## src/rtl/icu_pkg.sv

```systemverilog
package icu_pkg;
  localparam int NSRC      = 12;
  localparam int IDX_W     = $clog2(NSRC + 1);
  localparam int MASK_W    = NSRC - 2;
  localparam int CTRL_W    = 4;
  localparam int CTRL_NEST = 3;

  // Slot vector address: slot 0 at zero, slot 1 after the last maskable slot,
  // slots 2.. in steps of four words starting at 4.
  function automatic int unsigned slot_addr(input int unsigned idx);
    if (idx == 0) return 0;
    if (idx == 1) return NSRC * 4 - 4;
    return (idx - 1) * 4;
  endfunction

  // Per-slot edge (1) or level (0) selection from the control bits.
  function automatic logic [NSRC-1:0] edge_select(input logic [CTRL_W-1:0] ctrl);
    logic [NSRC-1:0] e;
    e     = '1;
    e[0]  = 1'b0;
    e[3]  = 1'b0;
    e[4]  = 1'b0;
    e[2]  = ctrl[2];
    e[9]  = ctrl[1];
    e[10] = ctrl[0];
    return e;
  endfunction
endpackage

```

## src/rtl/icu_regs.sv

```systemverilog
module icu_regs
  import icu_pkg::*;
(
  input  logic              clk,
  input  logic              rst_n,
  input  logic              mask_wr,
  input  logic [MASK_W-1:0] mask_data,
  input  logic              ctrl_wr,
  input  logic [CTRL_W-1:0] ctrl_data,
  input  logic              gie_set,
  input  logic              gie_clr,
  output logic [MASK_W-1:0] mask_q,
  output logic [CTRL_W-1:0] ctrl_q,
  output logic              gie_q,
  output logic              hold_q
);
  logic [MASK_W-1:0] mask_d;
  logic [CTRL_W-1:0] ctrl_d;
  logic              gie_d;

  always_comb begin
    mask_d = mask_wr ? mask_data : mask_q;
    ctrl_d = ctrl_wr ? ctrl_data : ctrl_q;
    gie_d  = gie_q;
    if (gie_set) gie_d = 1'b1;
    if (gie_clr) gie_d = 1'b0;
  end

  always_ff @(posedge clk or negedge rst_n) begin
    if (!rst_n) begin
      mask_q <= '0;
      ctrl_q <= '0;
      gie_q  <= 1'b1;
      hold_q <= 1'b0;
    end else begin
      if (mask_wr) mask_q <= mask_d;
      if (ctrl_wr) ctrl_q <= ctrl_d;
      if (gie_set || gie_clr) gie_q <= gie_d;
      hold_q <= mask_wr;
    end
  end
endmodule

```

## src/rtl/icu_latch.sv

```systemverilog
module icu_latch
  import icu_pkg::*;
(
  input  logic            clk,
  input  logic            rst_n,
  input  logic [NSRC-1:0] src,
  input  logic [NSRC-1:0] edge_sel,
  input  logic            fc_wr,
  input  logic [NSRC-1:0] fc_set,
  input  logic [NSRC-1:0] fc_clr,
  input  logic [NSRC-1:0] ack_clr,
  output logic [NSRC-1:0] eff
);
  logic [NSRC-1:0] src_q, pend_q, pend_d, rise;

  for (genvar i = 0; i < NSRC; i++) begin : g_slot
    always_comb begin
      rise[i]   = src[i] & ~src_q[i];
      pend_d[i] = (pend_q[i] & ~ack_clr[i]) | rise[i] | (fc_wr & fc_set[i]);
      pend_d[i] = pend_d[i] & ~(fc_wr & fc_clr[i]) & edge_sel[i];
      eff[i]    = edge_sel[i] ? pend_q[i] : src_q[i];
    end

    // a clear named in a force/clear write always leaves the latch empty
    assert_clear_wins_R6: assert property (@(posedge clk) disable iff (!rst_n)
      (fc_wr && fc_clr[i]) |=> !pend_q[i]);
  end

  always_ff @(posedge clk or negedge rst_n) begin
    if (!rst_n) begin
      src_q  <= '0;
      pend_q <= '0;
    end else begin
      src_q  <= src;
      pend_q <= pend_d;
    end
  end
endmodule

```

## src/rtl/icu_select.sv

```systemverilog
module icu_select
  import icu_pkg::*;
(
  input  logic              clk,
  input  logic              rst_n,
  input  logic [NSRC-1:0]   eff,
  input  logic [MASK_W-1:0] mask_q,
  input  logic              gie_q,
  input  logic              hold_q,
  input  logic              nest,
  input  logic              ack,
  input  logic              ret,
  output logic              valid,
  output logic [IDX_W-1:0]  win,
  output logic [NSRC-1:0]   ack_clr
);
  logic [NSRC-1:0]  cand, inserv_q, inserv_d, ret_oh;
  logic [IDX_W-1:0] cur;
  logic             take, inserv_en;

  always_comb begin
    cur = IDX_W'(NSRC);
    for (int i = NSRC - 1; i >= 0; i--)
      if (inserv_q[i]) cur = IDX_W'(i);
  end

  assign cand[0] = eff[0];
  for (genvar i = 1; i < NSRC; i++) begin : g_cand
    logic allow, unmasked;
    assign allow = nest ? (IDX_W'(i) < cur) : (inserv_q == '0);
    if (i == 1) begin : g_nmi
      assign unmasked = 1'b1;
    end else begin : g_msk
      assign unmasked = mask_q[i-2];
    end
    assign cand[i] = eff[i] & unmasked & gie_q & ~hold_q & allow;
  end

  always_comb begin
    win = '0;
    for (int i = NSRC - 1; i >= 0; i--)
      if (cand[i]) win = IDX_W'(i);
  end

  assign valid = |cand;
  assign take  = ack & valid;

  always_comb begin
    ack_clr = '0;
    ret_oh  = '0;
    if (take) ack_clr[win] = 1'b1;
    if (ret && cur != IDX_W'(NSRC)) ret_oh[cur] = 1'b1;
    inserv_en = take | ret;
    if (take && win == '0) inserv_d = '0;
    else inserv_d = (inserv_q & ~ret_oh) | ack_clr;
  end

  always_ff @(posedge clk or negedge rst_n) begin
    if (!rst_n) inserv_q <= '0;
    else if (inserv_en) inserv_q <= inserv_d;
  end

  // a presented maskable slot has its mask bit set
  assert_mask_gate_R3: assert property (@(posedge clk) disable iff (!rst_n)
    (valid && win >= IDX_W'(2)) |-> mask_q[win - IDX_W'(2)]);
  // while nested routines run, only a strictly higher slot is presented
  assert_strict_nest_R8: assert property (@(posedge clk) disable iff (!rst_n)
    (valid && nest && inserv_q != '0 && win != '0) |-> (win < cur));
endmodule

```

## src/rtl/icu_top.sv

```systemverilog
module icu_top
  import icu_pkg::*;
#(
  parameter int VEC_W = 14
) (
  input  logic              clk,
  input  logic              rst_n,
  input  logic [NSRC-1:0]   src_i,
  input  logic              mask_wr_i,
  input  logic [MASK_W-1:0] mask_data_i,
  input  logic              ctrl_wr_i,
  input  logic [CTRL_W-1:0] ctrl_data_i,
  input  logic              fc_wr_i,
  input  logic [NSRC-1:0]   fc_set_i,
  input  logic [NSRC-1:0]   fc_clr_i,
  input  logic              gie_set_i,
  input  logic              gie_clr_i,
  input  logic              ack_i,
  input  logic              ret_i,
  output logic              irq_valid_o,
  output logic [VEC_W-1:0]  irq_vec_o
);
  logic [MASK_W-1:0] mask_q;
  logic [CTRL_W-1:0] ctrl_q;
  logic              gie_q, hold_q, valid;
  logic [NSRC-1:0]   eff, ack_clr;
  logic [IDX_W-1:0]  win;

  icu_regs u_regs (
    .clk, .rst_n,
    .mask_wr(mask_wr_i), .mask_data(mask_data_i),
    .ctrl_wr(ctrl_wr_i), .ctrl_data(ctrl_data_i),
    .gie_set(gie_set_i), .gie_clr(gie_clr_i),
    .mask_q, .ctrl_q, .gie_q, .hold_q
  );

  icu_latch u_latch (
    .clk, .rst_n,
    .src(src_i), .edge_sel(edge_select(ctrl_q)),
    .fc_wr(fc_wr_i), .fc_set(fc_set_i), .fc_clr(fc_clr_i),
    .ack_clr, .eff
  );

  icu_select u_sel (
    .clk, .rst_n,
    .eff, .mask_q, .gie_q, .hold_q,
    .nest(ctrl_q[CTRL_NEST]), .ack(ack_i), .ret(ret_i),
    .valid, .win, .ack_clr
  );

  assign irq_valid_o = valid;
  assign irq_vec_o   = valid ? VEC_W'(slot_addr(int'(win))) : '0;

  // the cycle after a mask write presents nothing unless reset is requested
  assert_mask_holdoff_R4: assert property (@(posedge clk) disable iff (!rst_n)
    (mask_wr_i && !src_i[0]) |=> !irq_valid_o);
  // a disable strobe blocks every slot but reset
  assert_global_off_R7: assert property (@(posedge clk) disable iff (!rst_n)
    (gie_clr_i && !src_i[0]) |=> !irq_valid_o);
  // sequential mode issues nothing after a non-reset acknowledge
  assert_sequential_R9: assert property (@(posedge clk) disable iff (!rst_n)
    (ack_i && irq_valid_o && irq_vec_o != '0 && !ctrl_q[CTRL_NEST] && !src_i[0])
    |=> !irq_valid_o);
endmodule

```

## config.mk

```make
export PLATFORM = sky130hd
export DESIGN_NAME = icu_top
export DESIGN_NICKNAME = d
export VERILOG_FILES = /design/src/rtl/icu_pkg.sv /design/src/rtl/icu_regs.sv /design/src/rtl/icu_latch.sv /design/src/rtl/icu_select.sv /design/src/rtl/icu_top.sv
export SDC_FILE = /design/constraint.sdc
export NUM_CORES = 1
export LEC_CHECK = 0
export BUFFER_PORTS_ARGS = -buffer_cell sky130_fd_sc_hd__buf_4
export CAP_MARGIN = 40
export CORE_ASPECT_RATIO = 0.5
export CORE_MARGIN = 10
export CORE_UTILIZATION = 30
export CTS_CLUSTER_SIZE = 40
export DETAILED_ROUTE_END_ITERATION = 8
export REMOVE_ABC_BUFFERS = 1
export SLEW_MARGIN = 20
export SYNTH_ARGS = -nofsm -noshare
export SYNTH_HDL_FRONTEND = slang
export SYNTH_SLANG_ARGS = --single-unit
```

## constraint.sdc

```tcl
create_clock -name clk -period 10.65 [get_ports clk]
set_input_delay 1.065 -clock clk [delete_from_list [all_inputs] [get_ports clk]]
set_output_delay 1.065 -clock clk [all_outputs]
set_load 0.1 [all_outputs]
```

* Yosys cells after proc, flatten, opt, wreduce, memory -nomap -nowiden
Index checks and enable logic that the tools add are counted.
Operators by class: add/subtract/negate cells 1, $lt $le $gt $ge 15, equal/unequal tests 2, muxes and demuxes 54, bitwise logic cells 142, reductions and logical operators 10
Operators by type and width (number):
- $and A1 B1 Y1 | 92
- $mux W4 | 23
- $mux W14 | 3
- $mux W12 | 3
- $not A1 Y1 | 28
- $mux W1 | 21
- $or A1 B1 Y1 | 19
- $lt A3 B4 Y1 const A | 4
- $lt A4 B4 Y1 const A | 4
- $and A12 B12 Y12 | 1
- $logic_not A12 Y1 | 1
- $not A12 Y12 | 1
- $or A12 B12 Y12 | 1
- $reduce_or A12 Y1 | 1
- $lt A4 B5 Y1 const B | 2
- $demux W1 S4 | 2
- $ge A4 B1 Y1 const B | 2
- $lt A2 B4 Y1 const A | 2
- $mux W6 | 1
- $sub A4 B1 Y5 const B | 1
- $eq A4 B1 Y1 const B | 1
- $logic_and A1 B1 Y1 | 4
- $logic_not A4 Y1 | 1
- $lt A1 B4 Y1 const A | 1
- 5 further kinds | 5
Word-level totals: bits in registers 49, input bits 59, output and inout bits 15, logic and storage cells 231

* Logic depth before layout (Yosys ltp)
Gate-level depths: netlist (run 1).
word-level depth 38, depth in mapped cells 14, mapped depth without buffers 12

* By module
A second synthesis (run 1) with hierarchy kept.
Unflattened totals: cell total of the unflattened synthesis 349, area, all modules 3382.0 um2
Modules (own cells, without submodules):
- icu_select | instances 1, cells each 188, area each 1401.3 um2, seq. area each 300.3 um2
- icu_latch | instances 1, cells each 98, area each 1148.6 um2, seq. area each 600.6 um2
- icu_regs | instances 1, cells each 32, area each 618.1 um2, seq. area each 401.6 um2
- icu_top | instances 1, cells each 31, area each 214.0 um2, seq. area each 0.0 um2

* Least setup slack after synthesis (run 1)
Ideal clock, no wire load.
kind register to output, start point register u_sel.inserv_q[3], end point output port irq_vec_o[10], arrival time 6.884 ns, data required time 9.585 ns, path slack 2.701 ns, stages on the path, launching flop included 12, buffers on the path 1, cell sequence dfrtp_1 -> nor4_4 -> o2111ai_2 -> or2_1 -> o311ai_1 -> a21oi_1 -> or2_1 -> a311oi_2 -> inv_1 -> ha_1 -> nor4b_1 -> buf_4
On the way: cells in the longest elaborated chain, start to end 25, elaborated cells on any way between the ends 60, classes of those cells 1 x add/sub; 11 x order compare; 1 x eq/ne; 33 x mux; 11 x bitwise; 3 x reduce/logical
RTL lines:
- start, declared | RTL line icu_select.sv:17 | logic [NSRC-1:0] cand, inserv_q, inserv_d, ret_oh;
- start signal, assigned | RTL line icu_select.sv:60 | else if (inserv_en) inserv_q <= inserv_d;
- $mux W4 (4 in a row) | RTL line icu_select.sv:24 | if (inserv_q[i]) cur = IDX_W'(i);
- $lt A4 B4 Y1 | RTL line icu_select.sv:30 | assign allow = nest ? (IDX_W'(i) < cur) : (inserv_q == '0);
- $mux W1 | RTL line icu_select.sv:30
- $and A1 B1 Y1 | RTL line icu_select.sv:36 | assign cand[i] = eff[i] & unmasked & gie_q & ~hold_q & allow;
- $mux W4 (12 in a row) | RTL line icu_select.sv:42 | if (cand[i]) win = IDX_W'(i);
- $eq A4 B1 Y1 | RTL line icu_pkg.sv:12 | if (idx == 1) return NSRC * 4 - 4;
- $mux W1 (2 in a row) | RTL line icu_pkg.sv:12
- $mux W14 | RTL line icu_pkg.sv:13 | return (idx - 1) * 4;
- $mux W14 | RTL line icu_pkg.sv:12
- $mux W14 (*) | RTL line icu_top.sv:52 | assign irq_vec_o = valid ? VEC_W'(slot_addr(int'(win))) : '0;
- end, declared | RTL line icu_top.sv:21 | output logic [VEC_W-1:0] irq_vec_o
Mark *: on every way between the ends. The rest lies on a longest branch, timed or not. The select of a mux whose other input is x is not followed.

* Worst setup path after layout (run 1)
start point register u_sel.inserv_q[9], end point output port irq_vec_o[8]
On the way: cells in the longest elaborated chain, start to end 31, elaborated cells on any way between the ends 66, classes of those cells 1 x add/sub; 11 x order compare; 1 x eq/ne; 39 x mux; 11 x bitwise; 3 x reduce/logical
RTL lines (RTL line):
- $mux W4 (10 in a row) | icu_select.sv:24
- $lt A4 B4 Y1 | icu_select.sv:30
- $mux W1 | icu_select.sv:30
- $and A1 B1 Y1 | icu_select.sv:36
- $mux W4 (12 in a row) | icu_select.sv:42
- $eq A4 B1 Y1 | icu_pkg.sv:12
- $mux W1 (2 in a row) | icu_pkg.sv:12
- $mux W14 | icu_pkg.sv:13
- $mux W14 | icu_pkg.sv:12
- $mux W14 (*) | icu_top.sv:52
Marked as above.

==> flow_metrics.env, run 1 <==
export IMPL_synth_most_common_cell="dfrtp_1"
export IMPL_gp_congestion=0.921
export IMPL_cts_buffer_depth=2
export IMPL_tritoncts="done"
export IMPL_yosys_cell_types_count=55
export IMPL_report_final_slew_viol_count=0
export IMPL_nNetsFinal=396
export IMPL_p_leak_nw=1.51
export IMPL_synth_area_um2=2700
export IMPL_ios=74
export IMPL_grt_usage_pct=11.1
export IMPL_syn_to_final_growth_pct=25.7
export IMPL_worstPathArrival_ns=4.28
export IMPL_grt_max_degree=50
export IMPL_async_flop_share_pct=100
export IMPL_numPortBuffers=65
export IMPL_reg2reg_to="u_sel.inserv_q[0]$_DFFE_PN0P_"
export IMPL_crit_type="reg -> out"
export IMPL_max_freq_ghz=0.187
export IMPL_yosys_area_top_type="dfrtp_1"
export IMPL_ys_warn_count=0
export IMPL_p_int_uw=352
export IMPL_drtIter0Drc=163
export IMPL_drive_gt1_share_pct=29.7
export IMPL_maxSlewHeadroom_pct=56.2
export IMPL_wl_per_cell_um=16.8
export IMPL_cts_made_buffers=5
export IMPL_vias=2347
export IMPL_crit_required_ns=9.59
export IMPL_cts_root_buf="clkbuf_16"
export IMPL_overflow=0
export IMPL_power_total_uw=559
export IMPL_grt_setup_unrepaired="false"
export IMPL_synth_top_flop_cell="dfrtp_1"
export IMPL_cp_start_kind="flop"
export IMPL_avgSynthCellArea_um2=9.81
export IMPL_final_hold_viol_count=0
export IMPL_postSynthCellCount=275
export IMPL_routed_wl_mm=7.56
export IMPL_start_util_pct=30.9
export IMPL_ant_nets=0
export IMPL_antennaDiodeCount=0
export IMPL_synth_area_leaders="dfrtp_1, mux2_2, a22oi_1, nand2_1, buf_4"
export IMPL_cp_end_kind="output port"
export IMPL_power_switching_uw=207
export IMPL_min_to="u_regs.mask_q[6]$_DFFE_PN0P_"
export IMPL_drcViolationCount=0
export IMPL_antenna_found_initial=0
export IMPL_htree_num_levels=2
export IMPL_worst_slack_ns=5.30
export IMPL_hold_class="reg -> reg"
export IMPL_cts_resized=0
export IMPL_clockPowerShare_pct=28.9
export IMPL_grt_pass1_wl_mm=12.4
export IMPL_pre_cts_slack_ns=5.65
export IMPL_die_h_um=87.1
export IMPL_ys_ff_latch=49
export IMPL_swShare_pct=37.0
export IMPL_crit_fanout=6
export IMPL_fin_crit_sh_pct=50.2
export IMPL_dieWidth_um=154
export IMPL_comb_power_share_pct=33.1
export IMPL_cts_setup_buffers=0
export IMPL_reg2reg_from="u_sel.inserv_q[9]$_DFFE_PN0P_"
export IMPL_setup_violations_final=0
export IMPL_viasPerCell=5.22
export IMPL_dp_hpwl_mm=5.97
export IMPL_maxCapViolations=0
export IMPL_dr_pass1_iters=5
export IMPL_peakVddDrop_v=0.0000671
export IMPL_hp_start="u_regs.mask_q[6]$_DFFE_PN0P_"
export IMPL_synth_edf_count=0
export IMPL_worst_slew_pin_slew_ns=0.651
export IMPL_grt_pass1_vias=2401
export IMPL_seqPwrFrac_pct=37.9
export IMPL_synth_top_area_share_pct=44.5
export IMPL_cts_sinks=49
export IMPL_clk_pin_slew_ns=0.06
export IMPL_hold_path_depth=1
export IMPL_status="finished clean"
export IMPL_finalCriticalPeriod_ns=5.35
export IMPL_power_density_nw_per_um2=165
export IMPL_synthTopCellsByCount="dfrtp_1, nand2_1, nor2_1, inv_1, mux2_2"
export IMPL_clock_latency_ns=0.29
export IMPL_cts_hold_buf=0
export IMPL_r2r_cells=13
export IMPL_r2r_slack_ns=7.00
export IMPL_die_area_um2=13400
export IMPL_core_area_um2=8740
export IMPL_rows=24
export IMPL_finalClockSkew_ns=0.00629
export IMPL_synth_seq_area_share_pct=45.5
-- critical path, cell delays in order, from the launching register on --
cell	delay (ns)
dfrtp_1	0.43
nor4_2	0.63
o2111ai_2	0.23
or2_1	0.31
o311ai_1	0.09
a21oi_1	0.13
or2_1	0.25
a311oi_2	0.42
inv_1	0.15
ha_1	0.28
nor4b_1	0.46
buf_1	0.27
buf_4	0.34
-- layout make-up --
class                   instances  area, µm²
flip-flops and latches         49       1230
repair buffers                 67        499
inverters                      17       63.8
fillers                       882       5350
clock inverters                 2       13.8
clock buffers                   6        139
well taps                     117        146
multi-input cells             192       1300
-- through the flow --
stage          util, %  std cells  instance area (µm²)  hold WS [ns]  TNS, ns
6_report          38.8        450                 3390         0.497        0
5_1_grt           38.8        450                 3390         0.521        0
4_1_cts           38.7        449                 3380         0.502        0
3_5_place_dp      37.0        441                 3230         0.488        0
3_3_place_gp      36.9        440                 3230         0.486        0
2_1_floorplan        -        258                 2590         0.472  -133.98
-- registers in the layout (all words and copies together) (netlist names) --
name and cells:
u_sel.inserv_q 12, u_regs.mask_q 10, u_regs.gie_q 1, u_regs.hold_q 1
u_latch.src_q 12, u_latch.pend_q 9, u_regs.ctrl_q 4
-- placed cells by master, fill, tap and decap left out, drive strengths merged, types with 3 or more instances in the layout --
master and n:
buf 67, dfrtp 48, nand2 25, nor2 20, o21ai 19, inv 17, mux2 16, a21oi 16
a22oi 13, nand3 7, and2 6, clkbuf 6, o22ai 5, ha 5, o31ai 4, or2 4
nand2b 3, and3 3, nor3b 3, nor4 3, o32ai 3, o2111ai 3
-- cell families (layout without fill, tap and decap cells) --
logic type	after synthesis	count (layout)	share of synthesized area, %
AOI/OAI and AO/OA	82	82	21.2
adders and majority gates	5	5	2.32
buffers and inverters	35	92	6.40
DFF	49	49	45.5
muxes	17	17	7.05
other	1	2	0.139
and+or+nand+nor	86	86	17.4
-- worst max-delay path by stage --
stage	startpoint	to	slack, ns	depth (start not counted)
2_1_floorplan	u_sel.inserv_q[3]$_DFFE_PN0P_	irq_vec_o[10]	-16.75	10
4_1_cts	u_sel.inserv_q[9]$_DFFE_PN0P_	irq_vec_o[8]	5.33	12
3_5_place_dp	u_sel.inserv_q[9]$_DFFE_PN0P_	irq_vec_o[8]	5.65	12
3_3_place_gp	u_sel.inserv_q[9]$_DFFE_PN0P_	irq_vec_o[9]	5.43	11
6_report	u_sel.inserv_q[9]$_DFFE_PN0P_	irq_vec_o[8]	5.30	12
5_1_grt	u_sel.inserv_q[9]$_DFFE_PN0P_	irq_vec_o[8]	4.98	12
-- routing by layer --
layer	vias up	share of wire, %	wire length (µm)	GRT usage (%)
met3	12	5.3	398	2.27
met1	1147	45	3430	14.5
li1	1106	-	-	-
met5	-	0	0	0
met2	82	48	3640	18.5
met4	0	1.2	87	2.30
-- power by group through the flow --
stage	registers, mW	clock network, mW	logic (mW)
CTS	0.212	0.165	0.185
global placement	0.215	0	0.183
finish	0.212	0.162	0.185
global route	0.214	0.173	0.199
floorplan	0.212	0	0.130
detailed placement	0.215	0	0.184
Power figures use the tool's default switching activity.
==> inputs of run 2 (changes only) <==
ABC_AREA = 1   (was unset)
clock period = 4.55 ns   (was 10.65 ns; I/O delays follow)
==> run 2 against run 1 <==
Effect of this change:
- combinational power rose to 3.3 times the previous value
- worst hold slack got worse by 0.33 ns
- design area increased by 5.6%
- first-iteration DRC count fell by 11%
- die area is 4.1% higher
- count of clock-buffer cells in the layout fell by 1
- routed wire length decreased by 1.7%
- largest power group is now combinational cells
==> flow_metrics.env, run 2 <==
export IMPL_cts_sinks=49
export IMPL_yosys_cell_types_count=41
export IMPL_r2r_slack_ns=1.64
export IMPL_finalCriticalPeriod_ns=4.09
export IMPL_tritoncts="done"
export IMPL_pre_cts_slack_ns=0.796
export IMPL_finalClockSkew_ns=0.00470
export IMPL_maxSlewHeadroom_pct=58.4
export IMPL_grt_setup_unrepaired="false"
export IMPL_drive_gt1_share_pct=30.2
export IMPL_postSynthCellCount=346
export IMPL_grt_pass1_vias=2404
export IMPL_mostFrequentLayoutCells="nand2_1, buf_4, dfrtp_1"
export IMPL_antennaDiodeCount=0
export IMPL_antenna_found_initial=0
export IMPL_synth_seq_area_share_pct=43.3
export IMPL_grt_use_met2_pct=17.9
export IMPL_clock_latency_ns=0.30
export IMPL_synth_area_leaders="dfrtp_1, nand2_1, inv_1, mux2_2, o21ai_0"
export IMPL_grt_pass1_wl_mm=12.2
export IMPL_multi_input_area_um2=1310
export IMPL_drtIter0Drc=145
export IMPL_grt_use_met1_pct=13.7
export IMPL_worst_path_buf_inv=2
export IMPL_clk_pin_slew_ns=0.07
export IMPL_cp_end_kind="output port"
export IMPL_top_regs="u_latch.src_q: 12 flops, u_sel.inserv_q: 12 flops, u_regs.mask_q: 10 flops"
export IMPL_swShare_pct=40.1
export IMPL_ys_ff_latch=49
export IMPL_cts_buffer_depth=2
export IMPL_synth_top_flop_cell="dfrtp_1"
export IMPL_drcViolationCount=0
export IMPL_start_util_pct=31.6
export IMPL_final_hold_viol_count=0
export IMPL_grt_usage_pct=10.9
export IMPL_comb_power_share_pct=38.2
export IMPL_power_switching_uw=634
export IMPL_cp_start_kind="flop"
export IMPL_vias=2409
export IMPL_ios=74
export IMPL_die_h_um=88.7
export IMPL_ys_warn_count=0
export IMPL_seqPwrFrac_pct=31.1
export IMPL_die_area_um2=14000
export IMPL_power_density_nw_per_um2=442
export IMPL_reg2reg_from="u_sel.inserv_q[0]$_DFFE_PN0P_"
export IMPL_hold_ws_ns=0.171
export IMPL_cp_num_cells=25
export IMPL_fin_crit_sh_pct=89.8
export IMPL_dr_pass1_iters=4
export IMPL_grt_max_degree=50
export IMPL_reg2reg_to="u_latch.pend_q[5]$_DFF_PN0_"
export IMPL_async_flop_share_pct=100
export IMPL_p_int_uw=947
export IMPL_fill_cells=933
export IMPL_ant_nets=0
export IMPL_dp_hpwl_mm=5.92
export IMPL_yosys_area_top_type="dfrtp_1"
export IMPL_max_stage_delay_ns=0.44
export IMPL_report_final_slew_viol_count=0
export IMPL_crit_family="simple AND/OR/NAND/NOR gates"
export IMPL_avgSynthCellArea_um2=8.18
export IMPL_worstPathArrival_ns=3.63
export IMPL_synth_most_common_cell="nand2_1"
export IMPL_crit_end="irq_vec_o[7]"
export IMPL_dieWidth_um=157
export IMPL_r2r_cells=26
export IMPL_regArea_um2=1230
export IMPL_peakVddDrop_v=0.000186
export IMPL_worst_slack_ns=0.463
export IMPL_core_area_um2=8950
export IMPL_cp_slowest_cell="dfrtp_1"
export IMPL_cts_resized=0
export IMPL_synthTopCellsByCount="nand2_1, dfrtp_1, inv_1, o21ai_0, nor2_1"
export IMPL_cts_setup_buffers=0
export IMPL_cts_root_buf="clkbuf_16"
export IMPL_max_freq_ghz=0.245
export IMPL_globalRouteMet3Util_pct=3.34
export IMPL_wl_per_cell_um=14.2
export IMPL_synth_top_area_share_pct=42.4
export IMPL_syn_to_final_growth_pct=26.5
export IMPL_worst_slew_pin_slew_ns=0.624
export IMPL_cp_common_cell="nand2_1"
export IMPL_synth_area_um2=2830
export IMPL_htree_num_levels=2
export IMPL_routed_wl_mm=7.43
export IMPL_rows=24
export IMPL_top_usage_layer="met2"
export IMPL_power_total_mw=1.58
export IMPL_numPortBuffers=65
export IMPL_synth_edf_count=0
export IMPL_setup_violations_final=0
export IMPL_cts_made_buffers=5
export IMPL_nNetsFinal=470
export IMPL_startpoint="u_sel.inserv_q[0]$_DFFE_PN0P_"
export IMPL_viasPerCell=4.60
export IMPL_p_leak_nw=1.88
export IMPL_cts_hold_buf=0
export IMPL_gp_congestion=0.862
export IMPL_crit_type="reg -> out"
export IMPL_layout_commonest_cell="nand2_1"
export IMPL_crit_fanout=8
export IMPL_hold_class="in -> async"
export IMPL_clockPowerShare_pct=30.8
export IMPL_overflow=0
export IMPL_maxCapViolations=0
export IMPL_status="finished clean"
export IMPL_crit_required_ns=4.09
[run 2: cell count changes after synthesis, sizes merged, moves of 4 or more]
cell	delta
a21oi	-11
and2	-6
inv	+38
mux2	-7
nand2	+79
nand3	+11
nand4	+6
nor3	+6
o22ai	-5
or2	-4
[run 2: power groups by stage]
stage | registers, mW | clock network, mW | logic, mW
after CTS | 0.491 | 0.500 | 0.606
after global placement | 0.499 | 0 | 0.602
after floorplan | 0.495 | 0 | 0.453
final | 0.491 | 0.487 | 0.603
after detailed placement | 0.500 | 0 | 0.604
after global routing | 0.495 | 0.514 | 0.650
[run 2: cell type report]
cell class	instances	share of cell area (%)
Clock buffer	5	3.49
Clock inverter	3	1.92
Inverter	56	5.94
Multi-Input combinational cell	229	36.7
Sequential cell	49	34.3
Tap cell	117	4.09
Timing Repair Buffer	65	13.6
[run 2: routing by layer]
metal | routed length (µm) | part of all wire (%) | vias to the layer above
met5 | 0 | 0 | -
met4 | 77 | 1.0 | 0
met3 | 482 | 6.5 | 8
met2 | 3530 | 47 | 40
met1 | 3350 | 45 | 1129
li1 | - | - | 1232
[run 2: worst reg2reg max path: cells and delay by family, from the launching register on]
kind / cells / cell delay [ns]
DFF: 1 / 0.44
buffers and inverters: 2 / 0.14
adders and majority gates: 1 / 0.24
and+or+nand+nor: 22 / 1.87
AOI/OAI and AO/OA: 1 / 0.14
[run 2: kinds of logic after synthesis]
kind of cell / after synthesis / synth area share [%]
DFF: 49 / 43.3
other: 1 / 0.132
and+or+nand+nor: 163 / 28.9
buffers and inverters: 69 / 10.4
muxes: 9 / 3.58
AOI/OAI and AO/OA: 49 / 11.0
adders and majority gates: 5 / 2.21
xor gates and xnor gates: 1 / 0.309
[run 2: worst min-delay path by stage]
stage                                      start                      endpoint  slack [ns]  cells after the start
CTS                                        rst_n  u_regs.ctrl_q[0]$_DFFE_PN0P_        0.20                      1
finish                                     rst_n  u_regs.ctrl_q[0]$_DFFE_PN0P_        0.17                      1
floorplan                                  rst_n  u_latch.pend_q[10]$_DFF_PN0_        0.16                      0
global placement    u_regs.mask_q[4]$_DFFE_PN0P_  u_regs.mask_q[4]$_DFFE_PN0P_        0.49                      1
global route                               rst_n  u_regs.ctrl_q[0]$_DFFE_PN0P_        0.23                      1
detailed placement  u_regs.mask_q[8]$_DFFE_PN0P_  u_regs.mask_q[8]$_DFFE_PN0P_        0.50                      1
[run 2: per-stage QoR]
stage / TNS [ns] / cell area [µm²] / util (%) / instances
final: 0 / 3580 / 40.0 / 524
after global routing: 0 / 3580 / 40.0 / 524
after CTS: 0 / 3580 / 40.0 / 524
after floorplan: -75.02 / 2750 / - / 334
after global placement: 0 / 3390 / 37.8 / 516
after detailed placement: 0 / 3390 / 37.8 / 516
==> inputs of run 3 (changes only) <==
CAP_MARGIN = 0   (was 40)
SYNTH_HIERARCHICAL = 1   (was unset)
clock period = 5.1 ns   (was 4.55 ns; I/O delays follow)
==> run 3 against run 2 <==
Effect of this change:
- global-route usage up 0.53 points
- combinational power fell by 12%
- critical path depth decreased by 3
- clock skew down 0.0022 ns
- worst hold slack gained 0.087 ns
- first-iteration DRC count increased by 14%
- sequential power decreased by 6.1%
- non-clock buffer count up 6
- largest cell class unchanged
- highest routed layer unchanged
==> flow_metrics.env, run 3 <==
export IMPL_async_flop_share_pct=100
export IMPL_avgSynthCellArea_um2=6.91
export IMPL_dr_pass1_iters=4
export IMPL_place_area_um2=4010
export IMPL_clk_pin_slew_ns=0.07
export IMPL_cp_start_kind="flop"
export IMPL_synth_edf_count=0
export IMPL_grt_usage_pct=11.4
export IMPL_ios=74
export IMPL_overflow=0
export IMPL_tritoncts="done"
export IMPL_postSynthCellCount=479
export IMPL_top_regs="u_latch/pend_q: 12 flops, u_latch/src_q: 12 flops, u_sel/inserv_q: 12 flops"
export IMPL_drive_gt1_share_pct=22.4
export IMPL_grt_pass1_vias=2928
export IMPL_wl_per_cell_um=12.3
export IMPL_vias=2955
export IMPL_grt_pass1_wl_mm=14.7
export IMPL_cts_hold_buf=0
export IMPL_ant_nets=0
export IMPL_nNetsFinal=633
export IMPL_clock_latency_ns=0.30
export IMPL_finalCriticalPeriod_ns=4.09
export IMPL_worstPathArrival_ns=3.58
export IMPL_gp_congestion=0.892
export IMPL_crit_chain="inv_1, nor2_2, inv_1, nor2_1, nand3_1, nand2_1, nand2_1, nand2_1, nand2_1, nand2_1, nand2_1, nand2_1, nand2_2, nand2_4, nand2_4, inv_1, inv_1, ha_1, nand2_2, nand2_2, nor2_1, buf_4"
export IMPL_peakVddDrop_v=0.000136
export IMPL_r2r_cells=22
export IMPL_pre_cts_slack_ns=1.28
export IMPL_crit_required_ns=4.59
export IMPL_antenna_found_initial=0
export IMPL_cts_setup_buffers=0
export IMPL_reg2reg_from="u_sel/inserv_q[5]$_DFFE_PN0P_"
export IMPL_grt_max_degree=53
export IMPL_reg2reg_to="u_latch/pend_q[9]$_DFF_PN0_"
export IMPL_cp_common_cell="nand2_1"
export IMPL_design_area_um2=4160
export IMPL_syn_to_final_growth_pct=25.7
export IMPL_synth_seq_area_share_pct=39.4
export IMPL_numPortBuffers=71
export IMPL_worst_slew_pin_slew_ns=0.690
export IMPL_setup_violations_final=0
export IMPL_finalClockSkew_ns=0.00251
export IMPL_synthTopCellsByCount="nand2_1, inv_1, dfrtp_1, nand3_1, nor2_1"
export IMPL_report_final_slew_viol_count=0
export IMPL_fin_crit_sh_pct=80.2
export IMPL_synth_top_area_share_pct=38.6
export IMPL_drtIter0Drc=165
export IMPL_dieWidth_um=169
export IMPL_synth_area_um2=3310
export IMPL_max_stage_delay_ns=0.53
export IMPL_ys_warn_count=6
export IMPL_synth_top_flop_cell="dfrtp_1"
export IMPL_p_leak_nw=2.40
export IMPL_grt_setup_unrepaired="false"
export IMPL_power_density_nw_per_um2=322
export IMPL_final_hold_viol_count=0
export IMPL_rows=26
export IMPL_routed_wl_mm=8.77
export IMPL_ys_ff_latch=52
export IMPL_crit_fanout=9
export IMPL_cp_end_kind="output port"
export IMPL_die_h_um=94.3
export IMPL_drcViolationCount=0
export IMPL_hold_ws_ns=0.259
export IMPL_cts_sinks=52
export IMPL_worst_slack_ns=1.01
export IMPL_cts_resized=0
export IMPL_yosys_cell_types_count=33
export IMPL_yosys_area_top_type="dfrtp_1"
export IMPL_max_freq_ghz=0.244
export IMPL_htree_num_levels=2
export IMPL_r2r_slack_ns=2.21
export IMPL_antennaDiodeCount=0
export IMPL_cts_root_buf="clkbuf_16"
export IMPL_cts_buffer_depth=2
export IMPL_maxSlewHeadroom_pct=54.0
export IMPL_cts_made_buffers=5
export IMPL_dp_hpwl_mm=7.11
export IMPL_layout_commonest_cell="nand2_1"
export IMPL_hold_class="in -> async"
export IMPL_status="finished clean"
export IMPL_setup_tns_ns=0
export IMPL_die_area_um2=15900
export IMPL_core_area_um2=10500
export IMPL_maxCapViolations=0
export IMPL_synth_most_common_cell="nand2_1"
export IMPL_viasPerCell=4.15
export IMPL_start_util_pct=31.6
export IMPL_crit_type="reg -> out"
export IMPL_cp_slowest_cell="dfstp_2"
export IMPL_mostFrequentLayoutCells="nand2_1, inv_1, buf_4"
export IMPL_synth_area_leaders="dfrtp_1, nand2_1, inv_1, nand3_1, nor2_1"
[run 3: cell count changes after synthesis, sizes merged, moves of 9 or more]
cell / change
a21boi: +12
nand3: +16
nor2: +12
a22oi: -11
inv: +43
nand2: +75
mux2: -9
[run 3: kinds of logic (layout without fill, tap and decap cells)]
family,Yosys count,count (layout),share of synthesized area [%]
compound gates,47,47,9.23
xor+xnor,1,1,0.265
fa+ha+maj,3,3,1.13
buf+inv,112,178,14.5
flops,52,52,39.4
other cells,2,29,0.227
simple gates,262,262,35.2
[run 3: power by group]
part           internal, mW  total, mW  leakage (nW)  switching, mW
registers             0.442      0.461         0.657         0.0184
logic                 0.142      0.528          1.67          0.387
clock network         0.196      0.350        0.0701          0.154
total                 0.780       1.34          2.40          0.559
[run 3: layout make-up]
cell class                 count  area, µm²
sequential                    52       1300
timing repair buffer          71        533
clock inverter                 1       7.51
fill                        1134       6320
multi-input combinational    342       1630
clock buffer                   7        143
inverter                      99        372
tap                          140        175
[run 3: per-stage QoR]
stage	utilization, %	power [mW]	std cells
finish	39.7	1.34	712
global route	39.7	1.42	712
CTS	39.7	1.35	712
detailed placement	38.3	0.997	704
global placement	38.3	0.999	704
floorplan	-	0.856	493
[run 3: worst max-delay path, delay by kind of cell, from the launching register on]
| family | cells | cell delay (ns) |
|---|---|---|
| adders and majority gates | 1 | 0.20 |
| DFF | 1 | 0.53 |
| and+or+nand+nor | 16 | 1.78 |
| buffers and inverters | 5 | 0.77 |
[run 3: metal layers]
layer  vias to the layer above  part of all wire (%)  GRT usage, %
met3                         6                   5.1          2.34
met2                        62                    45          18.2
met1                      1289                    49          15.2
li1                       1598                     -             -
met4                         0                   1.2          3.67
met5                         -                     0             0
[run 3: worst max path at each step]
stage | startpoint | end | slack [ns] | cells after the start
global placement | u_sel/inserv_q[5]$_DFFE_PN0P_ | irq_vec_o[10] | 1.30 | 25
CTS | u_regs/gie_q$_DFFE_PN1P_ | irq_vec_o[12] | 0.94 | 22
global route | u_regs/gie_q$_DFFE_PN1P_ | irq_vec_o[8] | 0.52 | 22
floorplan | u_sel/inserv_q[1]$_DFFE_PN0P_ | irq_vec_o[10] | -7.54 | 13
detailed placement | u_regs/gie_q$_DFFE_PN1P_ | irq_vec_o[12] | 1.28 | 22
finish | u_regs/gie_q$_DFFE_PN1P_ | irq_vec_o[12] | 1.01 | 22
